`config.mk`:
```
export PLATFORM = sky130hd
export DESIGN_NAME = crst_pwm
export DESIGN_NICKNAME = d
export VERILOG_FILES = /design/src/rtl/crst_pkg.sv /design/src/rtl/crst_sync.sv /design/src/rtl/crst_evt.sv /design/src/rtl/crst_cfg.sv /design/src/rtl/crst_core.sv /design/src/rtl/crst_pwm.sv
export SDC_FILE = /design/constraint.sdc
export NUM_CORES = 1
export LEC_CHECK = 0
export BUFFER_PORTS_ARGS = -buffer_cell sky130_fd_sc_hd__buf_4
export CAP_MARGIN = 20
export CORE_ASPECT_RATIO = 1.25
export CORE_MARGIN = 4
export CORE_UTILIZATION = 52
export DETAILED_ROUTE_END_ITERATION = 10
export PLACE_DENSITY = 0.76
export REMOVE_ABC_BUFFERS = 1
export SETUP_SLACK_MARGIN = 0.15
export SKIP_CTS_REPAIR_TIMING = 1
export SLEW_MARGIN = 5
export SYNTH_ARGS = -nofsm -noshare
export SYNTH_HDL_FRONTEND = slang
export SYNTH_SLANG_ARGS = --single-unit
```
`constraint.sdc`:
```
create_clock -name clk -period 3.23 [get_ports clk]
set_input_delay 0.323 -clock clk [delete_from_list [all_inputs] [get_ports clk]]
set_output_delay 0.323 -clock clk [all_outputs]
set_load 0.05 [all_outputs]
```
`src/rtl/crst_pkg.sv`:
```
package crst_pkg;
  parameter int PWM_W = 16;

  typedef struct packed {
    logic [PWM_W-1:0] ton;
    logic [PWM_W-1:0] per;
  } cfg_t;
endpackage

```
`src/rtl/crst_sync.sv`:
```
module crst_sync #(
  parameter int STAGES = 2
) (
  input  logic clk,
  input  logic rst_n,
  input  logic d_i,
  output logic q_o
);
  logic [STAGES-1:0] chain_q;
  logic [STAGES-1:0] chain_d;

  generate
    for (genvar i = 0; i < STAGES; i++) begin : g_stage
      if (i == 0) begin : g_first
        always_comb chain_d[i] = d_i;
      end else begin : g_rest
        always_comb chain_d[i] = chain_q[i-1];
      end

      always_ff @(posedge clk or negedge rst_n) begin
        if (!rst_n) chain_q[i] <= 1'b0;
        else        chain_q[i] <= chain_d[i];
      end
    end
  endgenerate

  assign q_o = chain_q[STAGES-1];
endmodule

```
`src/rtl/crst_evt.sv`:
```
module crst_evt (
  input  logic clk,
  input  logic rst_n,
  input  logic cmp_s_i,
  input  logic run_i,
  input  logic drv_i,
  input  logic clip_en_i,
  output logic restart_o,
  output logic clip_o
);
  logic armed_q;
  logic armed_d;
  logic fire;

  // A level may act once; it re-arms only after it has been seen low.
  always_comb begin
    fire      = cmp_s_i && armed_q;
    restart_o = fire && run_i && !drv_i;
    clip_o    = fire && run_i && drv_i && clip_en_i;
    armed_d   = !cmp_s_i || (armed_q && !run_i);
  end

  always_ff @(posedge clk or negedge rst_n) begin
    if (!rst_n) armed_q <= 1'b0;
    else        armed_q <= armed_d;
  end

  AST_ONE_RESTART_PER_LEVEL: assert property (@(posedge clk) disable iff (!rst_n)
    restart_o |=> !restart_o);

  AST_NO_CLIP_AFTER_CLIP: assert property (@(posedge clk) disable iff (!rst_n)
    clip_o |=> !clip_o);
endmodule

```
`src/rtl/crst_cfg.sv`:
```
module crst_cfg
  import crst_pkg::*;
(
  input  logic             clk,
  input  logic             rst_n,
  input  logic             ld_i,
  input  logic [PWM_W-1:0] ton_i,
  input  logic [PWM_W-1:0] per_i,
  output cfg_t             cfg_o
);
  cfg_t cfg_q;
  cfg_t cfg_d;

  always_comb begin
    cfg_d = cfg_q;
    if (ld_i) begin
      cfg_d.ton = ton_i;
      cfg_d.per = per_i;
    end
  end

  always_ff @(posedge clk or negedge rst_n) begin
    if (!rst_n) cfg_q <= '0;
    else        cfg_q <= cfg_d;
  end

  assign cfg_o = cfg_q;
endmodule

```
`src/rtl/crst_core.sv`:
```
module crst_core
  import crst_pkg::*;
(
  input  logic clk,
  input  logic rst_n,
  input  logic en_i,
  input  cfg_t cfg_i,
  input  logic restart_req_i,
  input  logic clip_req_i,
  output logic ld_o,
  output logic run_o,
  output logic drv_o,
  output logic start_o
);
  localparam int CW = PWM_W + 1;

  logic             run_q, run_d;
  logic [PWM_W-1:0] cnt_q, cnt_d;
  logic             clip_q, clip_d;
  logic             start_q, start_d;
  logic             on_win;
  logic             expire;
  logic             begin_cyc;
  logic             new_cyc;
  logic [CW-1:0]    cnt_inc;

  always_comb begin
    cnt_inc   = {1'b0, cnt_q} + CW'(1);
    on_win    = cnt_q < cfg_i.ton;
    expire    = cnt_inc >= {1'b0, cfg_i.per};
    begin_cyc = en_i && !run_q;
    new_cyc   = begin_cyc || (run_q && (expire || restart_req_i));
  end

  always_comb begin
    run_d   = run_q;
    cnt_d   = cnt_q;
    clip_d  = clip_q;
    start_d = 1'b0;
    ld_o    = 1'b0;
    if (!en_i) begin
      run_d  = 1'b0;
      cnt_d  = '0;
      clip_d = 1'b0;
    end else if (new_cyc) begin
      run_d   = 1'b1;
      cnt_d   = '0;
      clip_d  = 1'b0;
      start_d = 1'b1;
      ld_o    = 1'b1;
    end else begin
      cnt_d  = cnt_inc[PWM_W-1:0];
      clip_d = clip_q || clip_req_i;
    end
  end

  always_ff @(posedge clk or negedge rst_n) begin
    if (!rst_n) begin
      run_q   <= 1'b0;
      cnt_q   <= '0;
      clip_q  <= 1'b0;
      start_q <= 1'b0;
    end else begin
      run_q   <= run_d;
      cnt_q   <= cnt_d;
      clip_q  <= clip_d;
      start_q <= start_d;
    end
  end

  assign run_o   = run_q;
  assign drv_o   = run_q && on_win && !clip_q;
  assign start_o = start_q;

  AST_DISABLE_HOLDS_LOW: assert property (@(posedge clk) disable iff (!rst_n)
    !en_i |=> (!drv_o && !start_o && cnt_q == '0));

  AST_ENABLE_STARTS: assert property (@(posedge clk) disable iff (!rst_n)
    $rose(run_q) |-> (start_q && cnt_q == '0));

  AST_PERIOD_BOUND: assert property (@(posedge clk) disable iff (!rst_n)
    run_q |-> (cnt_q == '0 || cnt_inc <= {1'b0, cfg_i.per}));

  AST_CFG_AT_START: assert property (@(posedge clk) disable iff (!rst_n)
    (cfg_i != $past(cfg_i)) |-> start_q);

  AST_CLIP_MIDCYCLE: assert property (@(posedge clk) disable iff (!rst_n)
    $rose(clip_q) |-> (run_q && !start_q));
endmodule

```
`src/rtl/crst_pwm.sv`:
```
module crst_pwm
  import crst_pkg::*;
#(
  parameter int SYNC_STAGES = 2
) (
  input  logic             clk,
  input  logic             rst_n,
  input  logic             en_i,
  input  logic             clip_en_i,
  input  logic [PWM_W-1:0] ton_i,
  input  logic [PWM_W-1:0] per_i,
  input  logic             cmp_i,
  output logic             drv_o,
  output logic             start_o
);
  logic cmp_s;
  logic restart_req;
  logic clip_req;
  logic ld;
  logic run;
  cfg_t cfg;

  crst_sync #(.STAGES(SYNC_STAGES)) u_sync (
    .clk   (clk),
    .rst_n (rst_n),
    .d_i   (cmp_i),
    .q_o   (cmp_s)
  );

  crst_evt u_evt (
    .clk       (clk),
    .rst_n     (rst_n),
    .cmp_s_i   (cmp_s),
    .run_i     (run),
    .drv_i     (drv_o),
    .clip_en_i (clip_en_i),
    .restart_o (restart_req),
    .clip_o    (clip_req)
  );

  crst_cfg u_cfg (
    .clk   (clk),
    .rst_n (rst_n),
    .ld_i  (ld),
    .ton_i (ton_i),
    .per_i (per_i),
    .cfg_o (cfg)
  );

  crst_core u_core (
    .clk           (clk),
    .rst_n         (rst_n),
    .en_i          (en_i),
    .cfg_i         (cfg),
    .restart_req_i (restart_req),
    .clip_req_i    (clip_req),
    .ld_o          (ld),
    .run_o         (run),
    .drv_o         (drv_o),
    .start_o       (start_o)
  );
endmodule

```
==> results.yml <==
placement:
  placer_congestion: 0.8944
  port_buffers: 38
  detailedPlace.worstSlack_ns: -0.1516
  place.detailed.hpwl_mm: 4.420
timing:
  setup_slack_ns: -0.1797
  maxSlewViolCount: 0
  fin_skew_ns: 0.006772
  setup_repair_after_global_routing_missed_its_margin: "true"
  worst_slew_margin_rel: 0.5566
  fmaxAchievable_mhz: 293.3
  finalSetupViolCount: 32
  post-route-period-util: 1.056
  tightest_slew_ns: 0.6651
  finalHoldViolations: 0
  setup_total_negative_slack_ns: -5.045
  post-route-min-period_ns: 3.410
synth:
  synth_largest_type_area_fraction: 0.4320
  synth-edff-count: 0
  synth.top_cells.by_count: "sky130_fd_sc_hd__dfrtp_1, sky130_fd_sc_hd__inv_1, sky130_fd_sc_hd__ha_1"
  synthesis.area_um2: 3128
  postSynthCellCount: 269
  synth-seq-cells: 54
  yosys_warnings: 0
  synth_most_common_cell: "sky130_fd_sc_hd__dfrtp_1"
  yosys.cell_types.count: 39
  synth_top_area_cell: "sky130_fd_sc_hd__dfrtp_1"
  ys.flop_type: "sky130_fd_sc_hd__dfrtp_1"
  async_flop_share: 1.000
  yosys-top-cells-area: "sky130_fd_sc_hd__dfrtp_1, sky130_fd_sc_hd__mux2_4, sky130_fd_sc_hd__ha_1"
  synth.yosys.seq_area_share: 0.4320
  avgSynthCellArea_um2: 11.63
clock_network:
  numCtsBuffers: 5
  clockBufferDepth: 2
  cts_num_sinks: 54
  worstSkewPairLatency_ns: 0.30
  clock_tree.htree_level_count: 2
  tritoncts: "yes"
  clkSlewWorstSetupHoldPaths_ns: 0.09
  buffer_type_at_the_clock_tree_root: "sky130_fd_sc_hd__clkbuf_8"
floorplanning:
  die-width_um: 77.37
  top_level_ports: 39
  area_of_the_placeable_core_um2: 5818
  initial_utilization: 0.5376
  floorplan.rows: 31
  die_area_um2: 7328
  die_h_um: 94.72
route:
  viasPerCell: 5.347
  first_iter_violations: 88
  drc_errors: 0
  vias: 2144
  final_antenna_net_count: 0
  post_drt_wl_per_cell_um: 15.68
  wl_mm: 6.286
  detail_route.first_pass.iterations: 4
hold_path:
  min_path_type: "in2async"
critical_path:
  timing.critical_path.mode_cell: "sky130_fd_sc_hd__buf_4"
  timing.critical_path.max_delay_family: "simple AND/OR/NAND/NOR gates"
  crit_path_max_fanout: 7
  crit_buf_inv: 4
  cp_data_required_time_ns: 3.43
  critical_path.reg2reg.startpoint: "u_core.cnt_q[3]"
  worstPathCellList: "and2_4 -> nand4_1 -> buf_4 -> buf_4 -> xnor2_2 -> ha_1 -> nand4_1 -> nor3_2 -> a2111oi_2 -> buf_4 -> o211ai_1 -> a31oi_4 -> nor2b_4 -> clkbuf_16 -> mux2_4"
  slowest_delay_ns: 0.43
  timing.critical_path.arrival_ns: 3.61
  slowest_stage: "sky130_fd_sc_hd__dfrtp_1"
  criticalPathCategory: "reg2reg"
  worst_setup_path_end_kind: "flop"
  setup.worst_path.start_class: "flop"
  worstSetupStartpoint: "u_core.cnt_q[3]"
power:
  finalPower_mw: 1.500
  power_density_nw_per_um2: 385.1
  max-vdd-ir-drop_mv: 0.2406
  cellLeakagePower_nw: 2.089
outcome:
  status: "finished with violations"
  violations: "setup timing"
global_routing:
  grt_pass1_wl_mm: 9.770
  grt_antenna_before_repair: 0
  grt.total_usage: 0.1661
  first_global_vias: 2179
  overflow: 0
  grt_max_degree: 55
flow_run:
  cap_violations: 0
final_layout:
  diode_insertion_count_for_antenna_repair: 0
  layout.core_utilization: 0.6692
  finalNetCount: 403
  synthToLayoutAreaGrowth_pct: 24.48
  register_area_um2: 1351
  post_route_cells_drive_above_1_share: 0.3970
  area_of_the_multi_input_gates_um2: 1684
  nFillCells: 429
[state kept, by name (all words and copies together) (netlist names)]
signal	count
u_cfg.cfg_o	32
u_sync.chain_d	1
u_core.run_o	1
u_core.clip_q	1
u_core.cnt_q	16
u_sync.q_o	1
u_core.start_o	1
u_evt.armed_q	1
[metal layers]
layer / vias up / GRT usage / part of all wire
li1: 1054 / - / -
met1: 1046 / 0.2032 / 0.44
met2: 36 / 0.3055 / 0.51
met3: 8 / 0.02099 / 0.025
met4: 0 / 0.04896 / 0.018
met5: - / 0 / 0
[cell usage in the layout, fill, tap and decap left out, drive strengths merged, types with 5 or more instances in the layout]
cell | Yosys | final
a21oi | 11 | 11
xnor2 | 9 | 9
dfrtp | 54 | 54
clkbuf | 3 | 7
nand4 | 8 | 8
o21ai | 9 | 9
and3 | 18 | 18
nand2 | 11 | 11
inv | 36 | 36
buf | 4 | 64
nand3 | 5 | 5
mux2 | 32 | 32
xor2 | 5 | 5
nor2 | 10 | 10
ha | 32 | 32
[where the power goes]
part           internal [mW]  leakage [nW]  total [mW]  switching (mW)
registers              0.744         0.670       0.786          0.0417
clock network          0.173        0.0472       0.386           0.214
logic                  0.187          1.37       0.328           0.141
[worst reg2reg max path: stages, from the launching register on]
cell and delay, ns:
sky130_fd_sc_hd__dfrtp_1 0.43, sky130_fd_sc_hd__and2_4 0.17, sky130_fd_sc_hd__nand4_1 0.14, sky130_fd_sc_hd__buf_4 0.18
sky130_fd_sc_hd__buf_4 0.13, sky130_fd_sc_hd__xnor2_2 0.14, sky130_fd_sc_hd__ha_1 0.28, sky130_fd_sc_hd__nand4_1 0.19
sky130_fd_sc_hd__nor3_2 0.26, sky130_fd_sc_hd__a2111oi_2 0.09, sky130_fd_sc_hd__buf_4 0.15, sky130_fd_sc_hd__o211ai_1 0.28
sky130_fd_sc_hd__a31oi_4 0.07, sky130_fd_sc_hd__nor2b_4 0.28, sky130_fd_sc_hd__clkbuf_16 0.22, sky130_fd_sc_hd__mux2_4 0.30
[through the flow]
| stage | hold slack, ns | instance area (um^2) | cells |
|---|---|---|---|
| 3_5_place_dp | 0.3433 | 3588 | 387 |
| 6_report | 0.04322 | 3894 | 401 |
| 4_1_cts | 0.07031 | 3684 | 395 |
| 2_1_floorplan | 0.02741 | 3045 | 262 |
| 3_3_place_gp | 0.3376 | 3588 | 387 |
| 5_1_grt | 0.1038 | 3894 | 401 |
[logic make-up (layout without fill, tap and decap cells)]
group                    count (synthesis)  in the layout  share of synthesized area
multiplexers                            32             32                     0.1500
AO/OA/AOI/OAI                           30             30                    0.06520
AND/OR/NAND/NOR                         64             64                     0.1160
flip-flops                              54             54                     0.4320
adder cells (fa/ha/maj)                 32             32                     0.1280
XOR/XNOR                                14             14                    0.03920
buffers and inverters                   43            109                    0.06960
[worst paths after layout]
path                       cells after the start                end  slack [ns]
max                                           15     u_cfg.cfg_o[2]       -0.18
min                                            1     u_cfg.cfg_o[2]        0.04
max reg2reg                                   15     u_cfg.cfg_o[2]       -0.18
min reg2reg                                    0         u_sync.q_o        0.36
max in group asynchronous                      1         u_sync.q_o        2.74
min in group clk                               1  u_sync.chain_d[1]        0.13
[area by class of cell]
type,instances,area share
flip-flops and latches,54,0.3470
repair buffers,65,0.1401
clock inverters,2,0.003213
clock buffers,6,0.02121
multi-input cells,172,0.4325
inverters,36,0.03470
well taps,66,0.02121
Power figures use the tool's default switching activity.
